File: config.mk
export PLATFORM = sky130hd
export DESIGN_NAME = multisize_tlb
export DESIGN_NICKNAME = d
export VERILOG_FILES = /design/src/rtl/tlb_pkg.sv /design/src/rtl/tlb_regs.sv /design/src/rtl/tlb_array.sv /design/src/rtl/tlb_select.sv /design/src/rtl/multisize_tlb.sv
export SDC_FILE = /design/constraint.sdc
export NUM_CORES = 2
export LEC_CHECK = 0
export CAP_MARGIN = 20
export CORE_UTILIZATION = 52
export DETAILED_ROUTE_END_ITERATION = 10
export PLACE_DENSITY_LB_ADDON = 0.2
export SLEW_MARGIN = 10
export SYNTH_ARGS = -nofsm -noshare
export SYNTH_HDL_FRONTEND = slang
export SYNTH_HIERARCHICAL = 1
export SYNTH_SLANG_ARGS = --single-unit
export TNS_END_PERCENT = 1
File: constraint.sdc
create_clock -name clk -period 18.1 [get_ports clk]
set_input_delay 4.525 -clock clk [delete_from_list [all_inputs] [get_ports clk]]
set_output_delay 4.525 -clock clk [all_outputs]
set_load 0.02 [all_outputs]
File: src/rtl/tlb_pkg.sv
package tlb_pkg;

  localparam int VA_W   = 32;
  localparam int PG_SH  = 12;
  localparam int TAG_W  = VA_W - PG_SH;
  localparam int ATTR_W = 4;

  typedef enum logic [1:0] {
    PG_SECTION = 2'd0,
    PG_LARGE   = 2'd1,
    PG_SMALL   = 2'd2,
    PG_SUPER   = 2'd3
  } pg_size_e;

  typedef struct packed {
    logic              valid;
    logic              keep;
    pg_size_e          size;
    logic [TAG_W-1:0]  vtag;
    logic [TAG_W-1:0]  pfn;
    logic [ATTR_W-1:0] attr;
  } tlb_entry_t;

  // Tag bits that take part in the compare for each page size.
  function automatic logic [TAG_W-1:0] tag_mask(input pg_size_e s);
    logic [TAG_W-1:0] m;
    case (s)
      PG_SECTION: m = 20'hFFF00;
      PG_LARGE:   m = 20'hFFFF0;
      PG_SMALL:   m = 20'hFFFFF;
      default:    m = 20'hFF000;
    endcase
    return m;
  endfunction

  function automatic logic tag_match(input tlb_entry_t e, input logic [TAG_W-1:0] vpn);
    return e.valid && (((e.vtag ^ vpn) & tag_mask(e.size)) == '0);
  endfunction

  function automatic logic [VA_W-1:0] xlate(input tlb_entry_t e, input logic [VA_W-1:0] va);
    logic [TAG_W-1:0] m;
    m = tag_mask(e.size);
    return {(e.pfn & m) | (va[VA_W-1:PG_SH] & ~m), va[PG_SH-1:0]};
  endfunction

  // Build a table entry from the two staged words.
  function automatic tlb_entry_t pack_entry(input logic [31:0] vw, input logic [31:0] pw);
    tlb_entry_t e;
    e.vtag  = vw[31:12];
    e.keep  = vw[3];
    e.valid = vw[2];
    e.size  = pg_size_e'(vw[1:0]);
    e.pfn   = pw[31:12];
    e.attr  = {pw[9], pw[8:7], pw[6]};
    return e;
  endfunction

endpackage

File: src/rtl/tlb_regs.sv
module tlb_regs
  import tlb_pkg::*;
#(
  parameter int N    = 32,
  parameter int AW   = 8,
  parameter int IDXW = $clog2(N)
) (
  input  logic            clk,
  input  logic            rst,
  input  logic            reg_we,
  input  logic [AW-1:0]   reg_addr,
  input  logic [31:0]     reg_wdata,
  output logic [31:0]     reg_rdata,
  output logic            xl_enable,
  output logic [31:0]     vstage,
  output logic [31:0]     pstage,
  output logic            load_fire,
  output logic            flush_fire,
  output logic [IDXW-1:0] victim,
  output logic [IDXW-1:0] lock_base
);

  localparam logic [AW-1:0] OFF_CTRL  = AW'(8'h00);
  localparam logic [AW-1:0] OFF_LOCK  = AW'(8'h04);
  localparam logic [AW-1:0] OFF_VSTG  = AW'(8'h08);
  localparam logic [AW-1:0] OFF_PSTG  = AW'(8'h0C);
  localparam logic [AW-1:0] OFF_LOAD  = AW'(8'h10);
  localparam logic [AW-1:0] OFF_FLUSH = AW'(8'h60);
  localparam int            VIC_LSB   = 8;
  localparam logic [IDXW-1:0] LAST    = IDXW'(N - 1);

  function automatic logic [IDXW-1:0] step_victim(input logic [IDXW-1:0] v,
                                                  input logic [IDXW-1:0] b);
    return (v == LAST) ? b : v + 1'b1;
  endfunction

  assign load_fire  = reg_we && (reg_addr == OFF_LOAD)  && reg_wdata[0];
  assign flush_fire = reg_we && (reg_addr == OFF_FLUSH) && reg_wdata[0];

  always_ff @(posedge clk) begin
    if (rst) begin
      xl_enable <= 1'b0;
      vstage    <= '0;
      pstage    <= '0;
      victim    <= '0;
      lock_base <= '0;
    end else if (reg_we) begin
      case (reg_addr)
        OFF_CTRL: xl_enable <= reg_wdata[0];
        OFF_LOCK: begin
          lock_base <= reg_wdata[IDXW-1:0];
          victim    <= reg_wdata[VIC_LSB +: IDXW];
        end
        OFF_VSTG: vstage <= reg_wdata;
        OFF_PSTG: pstage <= reg_wdata;
        OFF_LOAD: if (reg_wdata[0]) victim <= step_victim(victim, lock_base);
        default: ;
      endcase
    end
  end

  always_comb begin
    reg_rdata = '0;
    case (reg_addr)
      OFF_CTRL: reg_rdata[0] = xl_enable;
      OFF_LOCK: begin
        reg_rdata[IDXW-1:0]         = lock_base;
        reg_rdata[VIC_LSB +: IDXW]  = victim;
      end
      OFF_VSTG: reg_rdata = vstage;
      OFF_PSTG: reg_rdata = pstage;
      default:  reg_rdata = '0;
    endcase
  end

endmodule

File: src/rtl/tlb_array.sv
module tlb_array
  import tlb_pkg::*;
#(
  parameter int N    = 32,
  parameter int IDXW = $clog2(N)
) (
  input  logic             clk,
  input  logic             rst,
  input  logic             load_fire,
  input  logic             flush_fire,
  input  logic [IDXW-1:0]  victim,
  input  tlb_entry_t       new_entry,
  input  logic [TAG_W-1:0] look_vpn,
  output tlb_entry_t       ents [N],
  output logic [N-1:0]     hit_vec,
  output logic [N-1:0]     valid_vec,
  output logic [N-1:0]     keep_vec
);

  for (genvar i = 0; i < N; i++) begin : g_ent
    always_ff @(posedge clk) begin
      if (rst) begin
        ents[i] <= '0;
      end else if (load_fire && (victim == IDXW'(i))) begin
        ents[i] <= new_entry;
      end else if (flush_fire && !ents[i].keep) begin
        ents[i].valid <= 1'b0;
      end
    end
    assign hit_vec[i]   = tag_match(ents[i], look_vpn);
    assign valid_vec[i] = ents[i].valid;
    assign keep_vec[i]  = ents[i].keep;
  end

endmodule

File: src/rtl/tlb_select.sv
module tlb_select
  import tlb_pkg::*;
#(
  parameter int N    = 32,
  parameter int IDXW = $clog2(N)
) (
  input  logic              clk,
  input  logic              rst,
  input  logic              xl_enable,
  input  logic [VA_W-1:0]   va,
  input  logic [N-1:0]      hit_vec,
  input  tlb_entry_t        ents [N],
  output logic              lu_hit,
  output logic [VA_W-1:0]   lu_paddr,
  output logic [ATTR_W-1:0] lu_attr
);

  logic            any_hit;
  logic [IDXW-1:0] win_idx;
  tlb_entry_t      win;

  // Lowest index wins: scan downward so the last assignment is the lowest.
  always_comb begin
    any_hit = 1'b0;
    win_idx = '0;
    for (int i = N - 1; i >= 0; i--) begin
      if (hit_vec[i]) begin
        any_hit = 1'b1;
        win_idx = IDXW'(i);
      end
    end
  end

  assign win = ents[win_idx];

  always_ff @(posedge clk) begin
    if (rst) begin
      lu_hit   <= 1'b0;
      lu_paddr <= '0;
      lu_attr  <= '0;
    end else if (!xl_enable) begin
      lu_hit   <= 1'b1;
      lu_paddr <= va;
      lu_attr  <= '0;
    end else if (any_hit) begin
      lu_hit   <= 1'b1;
      lu_paddr <= xlate(win, va);
      lu_attr  <= win.attr;
    end else begin
      lu_hit   <= 1'b0;
      lu_paddr <= '0;
      lu_attr  <= '0;
    end
  end

endmodule

File: src/rtl/multisize_tlb.sv
module multisize_tlb
  import tlb_pkg::*;
#(
  parameter int N    = 32,
  parameter int AW   = 8,
  parameter int IDXW = $clog2(N)
) (
  input  logic          clk,
  input  logic          rst,
  input  logic          reg_we,
  input  logic [AW-1:0] reg_addr,
  input  logic [31:0]   reg_wdata,
  output logic [31:0]   reg_rdata,
  input  logic [31:0]   lu_vaddr,
  output logic          lu_hit,
  output logic [31:0]   lu_paddr,
  output logic [3:0]    lu_attr
);

  logic            xl_enable;
  logic [31:0]     vstage;
  logic [31:0]     pstage;
  logic            load_fire;
  logic            flush_fire;
  logic [IDXW-1:0] victim;
  logic [IDXW-1:0] lock_base;
  tlb_entry_t      ents [N];
  logic [N-1:0]    hit_vec;
  logic [N-1:0]    valid_vec;
  logic [N-1:0]    keep_vec;

  tlb_regs #(.N(N), .AW(AW), .IDXW(IDXW)) u_regs (
    .clk(clk), .rst(rst), .reg_we(reg_we), .reg_addr(reg_addr),
    .reg_wdata(reg_wdata), .reg_rdata(reg_rdata), .xl_enable(xl_enable),
    .vstage(vstage), .pstage(pstage), .load_fire(load_fire),
    .flush_fire(flush_fire), .victim(victim), .lock_base(lock_base)
  );

  tlb_array #(.N(N), .IDXW(IDXW)) u_array (
    .clk(clk), .rst(rst), .load_fire(load_fire), .flush_fire(flush_fire),
    .victim(victim), .new_entry(pack_entry(vstage, pstage)),
    .look_vpn(lu_vaddr[31:12]), .ents(ents), .hit_vec(hit_vec),
    .valid_vec(valid_vec), .keep_vec(keep_vec)
  );

  tlb_select #(.N(N), .IDXW(IDXW)) u_select (
    .clk(clk), .rst(rst), .xl_enable(xl_enable), .va(lu_vaddr),
    .hit_vec(hit_vec), .ents(ents), .lu_hit(lu_hit),
    .lu_paddr(lu_paddr), .lu_attr(lu_attr)
  );

endmodule

==> flow_metrics.tcl <==
set metrics [dict create \
    leakagePower_uw 0.0262 \
    cp-start-kind "input pin" \
    dieArea_um2 145000 \
    period_minus_slack_ns 12.51 \
    ir_drop_uv 77.2 \
    endpoint_kind "output port" \
    die_w_um 381 \
    layout.nets 9482 \
    wirelength_um 302000 \
    port_buffers 143 \
    maxCapViolations 0 \
    detailedRoute.firstPassIterationCount 7 \
    reg2reg_depth 20 \
    clk_path_buf_depth 3 \
    holdWs_ns 0.447 \
    grt_pass1_wl_um 435000 \
    slew_headroom_pct 13.3 \
    core_um2 142000 \
    wire_per_inst_um 26.5 \
    min_to "u_array/ents[493]" \
    path_delay_family "buffers and inverters" \
    path_cells "clkdlybuf4s50_1 > nor2b_1 > and3_2 > buf_4 > a22o_1 > clkdlybuf4s50_1" \
    drc 0 \
    ioPinCount 144 \
    tritoncts "done" \
    synth_nets 9872 \
    vias_per_cell 6.30 \
    grt_max_degree 229 \
    hold_depth 2 \
    cts.htree.levels 4 \
    initial_core_util_pct 52.6 \
    yosysWarnings 6 \
    r2r_end "u_select/lu_paddr[13]" \
    arrival_ns 7.99 \
    vias 71670 \
    dpl_worst_slack_ns 5.57 \
    clock_latency_ns 0.83 \
    syn_area_um2 74800 \
    rsz0062_at_grt "false" \
    setup_slack_ns 5.59 \
    path_max_fanout 47 \
    r2r_slack_ns 10.68 \
    slew_viol_final 0 \
    required_ns 13.57 \
    p_per_area_nw_per_um2 91.6 \
    grt_use_total_pct 39.8 \
    tightest_slew_ns 1.30 \
    overflow 0 \
    critPathBufInv 3 \
    hold_buffers 0 \
    ant_nets 0 \
    fin_crit_sh_pct 69.1 \
    areaGrowthSynthToFinish_pct 10.1 \
    syn_area_per_cell_um2 7.69 \
    clock_skew_ns 0.0275 \
    startpoint "reg_addr[3]" \
    cts_root_buffer "clkbuf_16" \
    drtIter0Drc 10823 \
    grt_pass1_vias 65473 \
    clk_pin_slew_ns 0.06 \
    die_h_um 381 \
    antenna_found_initial 10 \
    rr_startpoint "u_array/ents[41]" \
    n_fill_cell 12921 \
    min-delay-start "u_array/ents[493]" \
    postCtsResizedCells 0 \
    rows 138 \
    numCtsBuffers 173 \
    drive_above_1_share_pct 7.11 \
    final_core_util_pct 57.9 \
    clock_sinks 1648 \
    max_stage_delay_ns 0.92 \
    place_hpwl_um 176000 \
    post-cts-setup-buffer-count 0 \
    synth_cells 9729 \
    hold_viol_final 0 \
    cp_slowest_cell "clkdlybuf4s50_1" \
    critical_path_class "input pin to output port" \
    fmax_mhz 79.9 \
    finalPower_uw 7540 \
    hold_path_class "flop to flop" \
    setup_viol 0 \
    status "finished, final reports clean" \
    gp_congestion 0.965 \
    crit_top_cell "clkdlybuf4s50_1" \
    finalSetupTns_ns 0 \
]
## routing by layer
metal / up-vias / share of wire, % / track usage, %
met2: 4872 / 42 / 58.7
met4: 10 / 7.3 / 25.4
met3: 1136 / 13 / 8.78
met1: 34172 / 38 / 52.6
met5: - / 0.023 / 0
li1: 31480 / - / -
## flip-flops by register name (all words and copies together) (netlist names)
name,cells
u_regs/xl_enable,1
u_regs/vstage,32
u_regs/pstage,32
u_regs/lock_base,5
u_select/lu_paddr,32
u_select/lu_attr,4
u_select/lu_hit,1
u_regs/victim,5
u_array/ents,1536
## final cells by class
class                   count  area [um^2]  area share, %
diodes                      1         2.50        0.00304
flip-flops and latches   1648        33000           40.1
clock buffers             268         5270           6.40
clock inverters            46          534          0.649
repair buffers            340         2880           3.50
inverters                  50          188          0.228
well taps                1890         2360           2.87
multi-input cells        7126        38100           46.2
## worst max-delay path by stage
stage                       endpoint  cells after the start
4_1_cts                reg_rdata[29]                      6
5_1_grt                reg_rdata[29]                      6
2_1_floorplan          reg_rdata[13]                      6
6_report               reg_rdata[29]                      6
3_5_place_dp   u_select/lu_paddr[12]                     22
3_3_place_gp   u_select/lu_paddr[12]                     22
## through the flow
stage	cells	instance area [um^2]
final	11369	82300
after global routing	11368	82300
after CTS	11364	82300
after detailed placement	11050	76500
after global placement	11049	76500
after floorplan	9729	74800
## power breakdown
group / internal (uW) / switching (uW) / total, uW
Sequential: 3630 / 3.26 / 3630
Combinational: 71.2 / 181 / 253
Clock: 2100 / 1550 / 3650
## worst reg2reg max path, delay by kind of cell, from the launching register on
kind | cells | cell delay, ns
AOI/OAI and AO/OA | 9 | 3.77
and+or+nand+nor | 5 | 1.42
muxes | 3 | 0.74
buffers and inverters | 1 | 0.68
DFF | 1 | 0.33
adders and majority gates | 1 | 0.20
xor gates and xnor gates | 1 | 0.16
## cell usage in the layout (no fill, tap or decap), types with 35 or more instances in the layout
cell / n
xnor2_1: 394
a31oi_1: 49
dfxtp_2: 35
nand4_1: 76
clkdlybuf4s50_1: 121
nand3_1: 151
clkbuf_8: 54
a21oi_1: 1631
a41oi_1: 61
clkbuf_16: 175
nor2_1: 97
mux2i_1: 154
clkbuf_1: 39
nor2b_1: 35
nand2_1: 3367
xor2_1: 248
a211oi_1: 56
inv_1: 50
nor4_1: 44
nor3_1: 63
dfxtp_1: 1613
ha_1: 68
buf_4: 189
nand2b_1: 39
o221ai_1: 42
o21ai_0: 43
No activity file was read; power rests on OpenSTA's default activity.
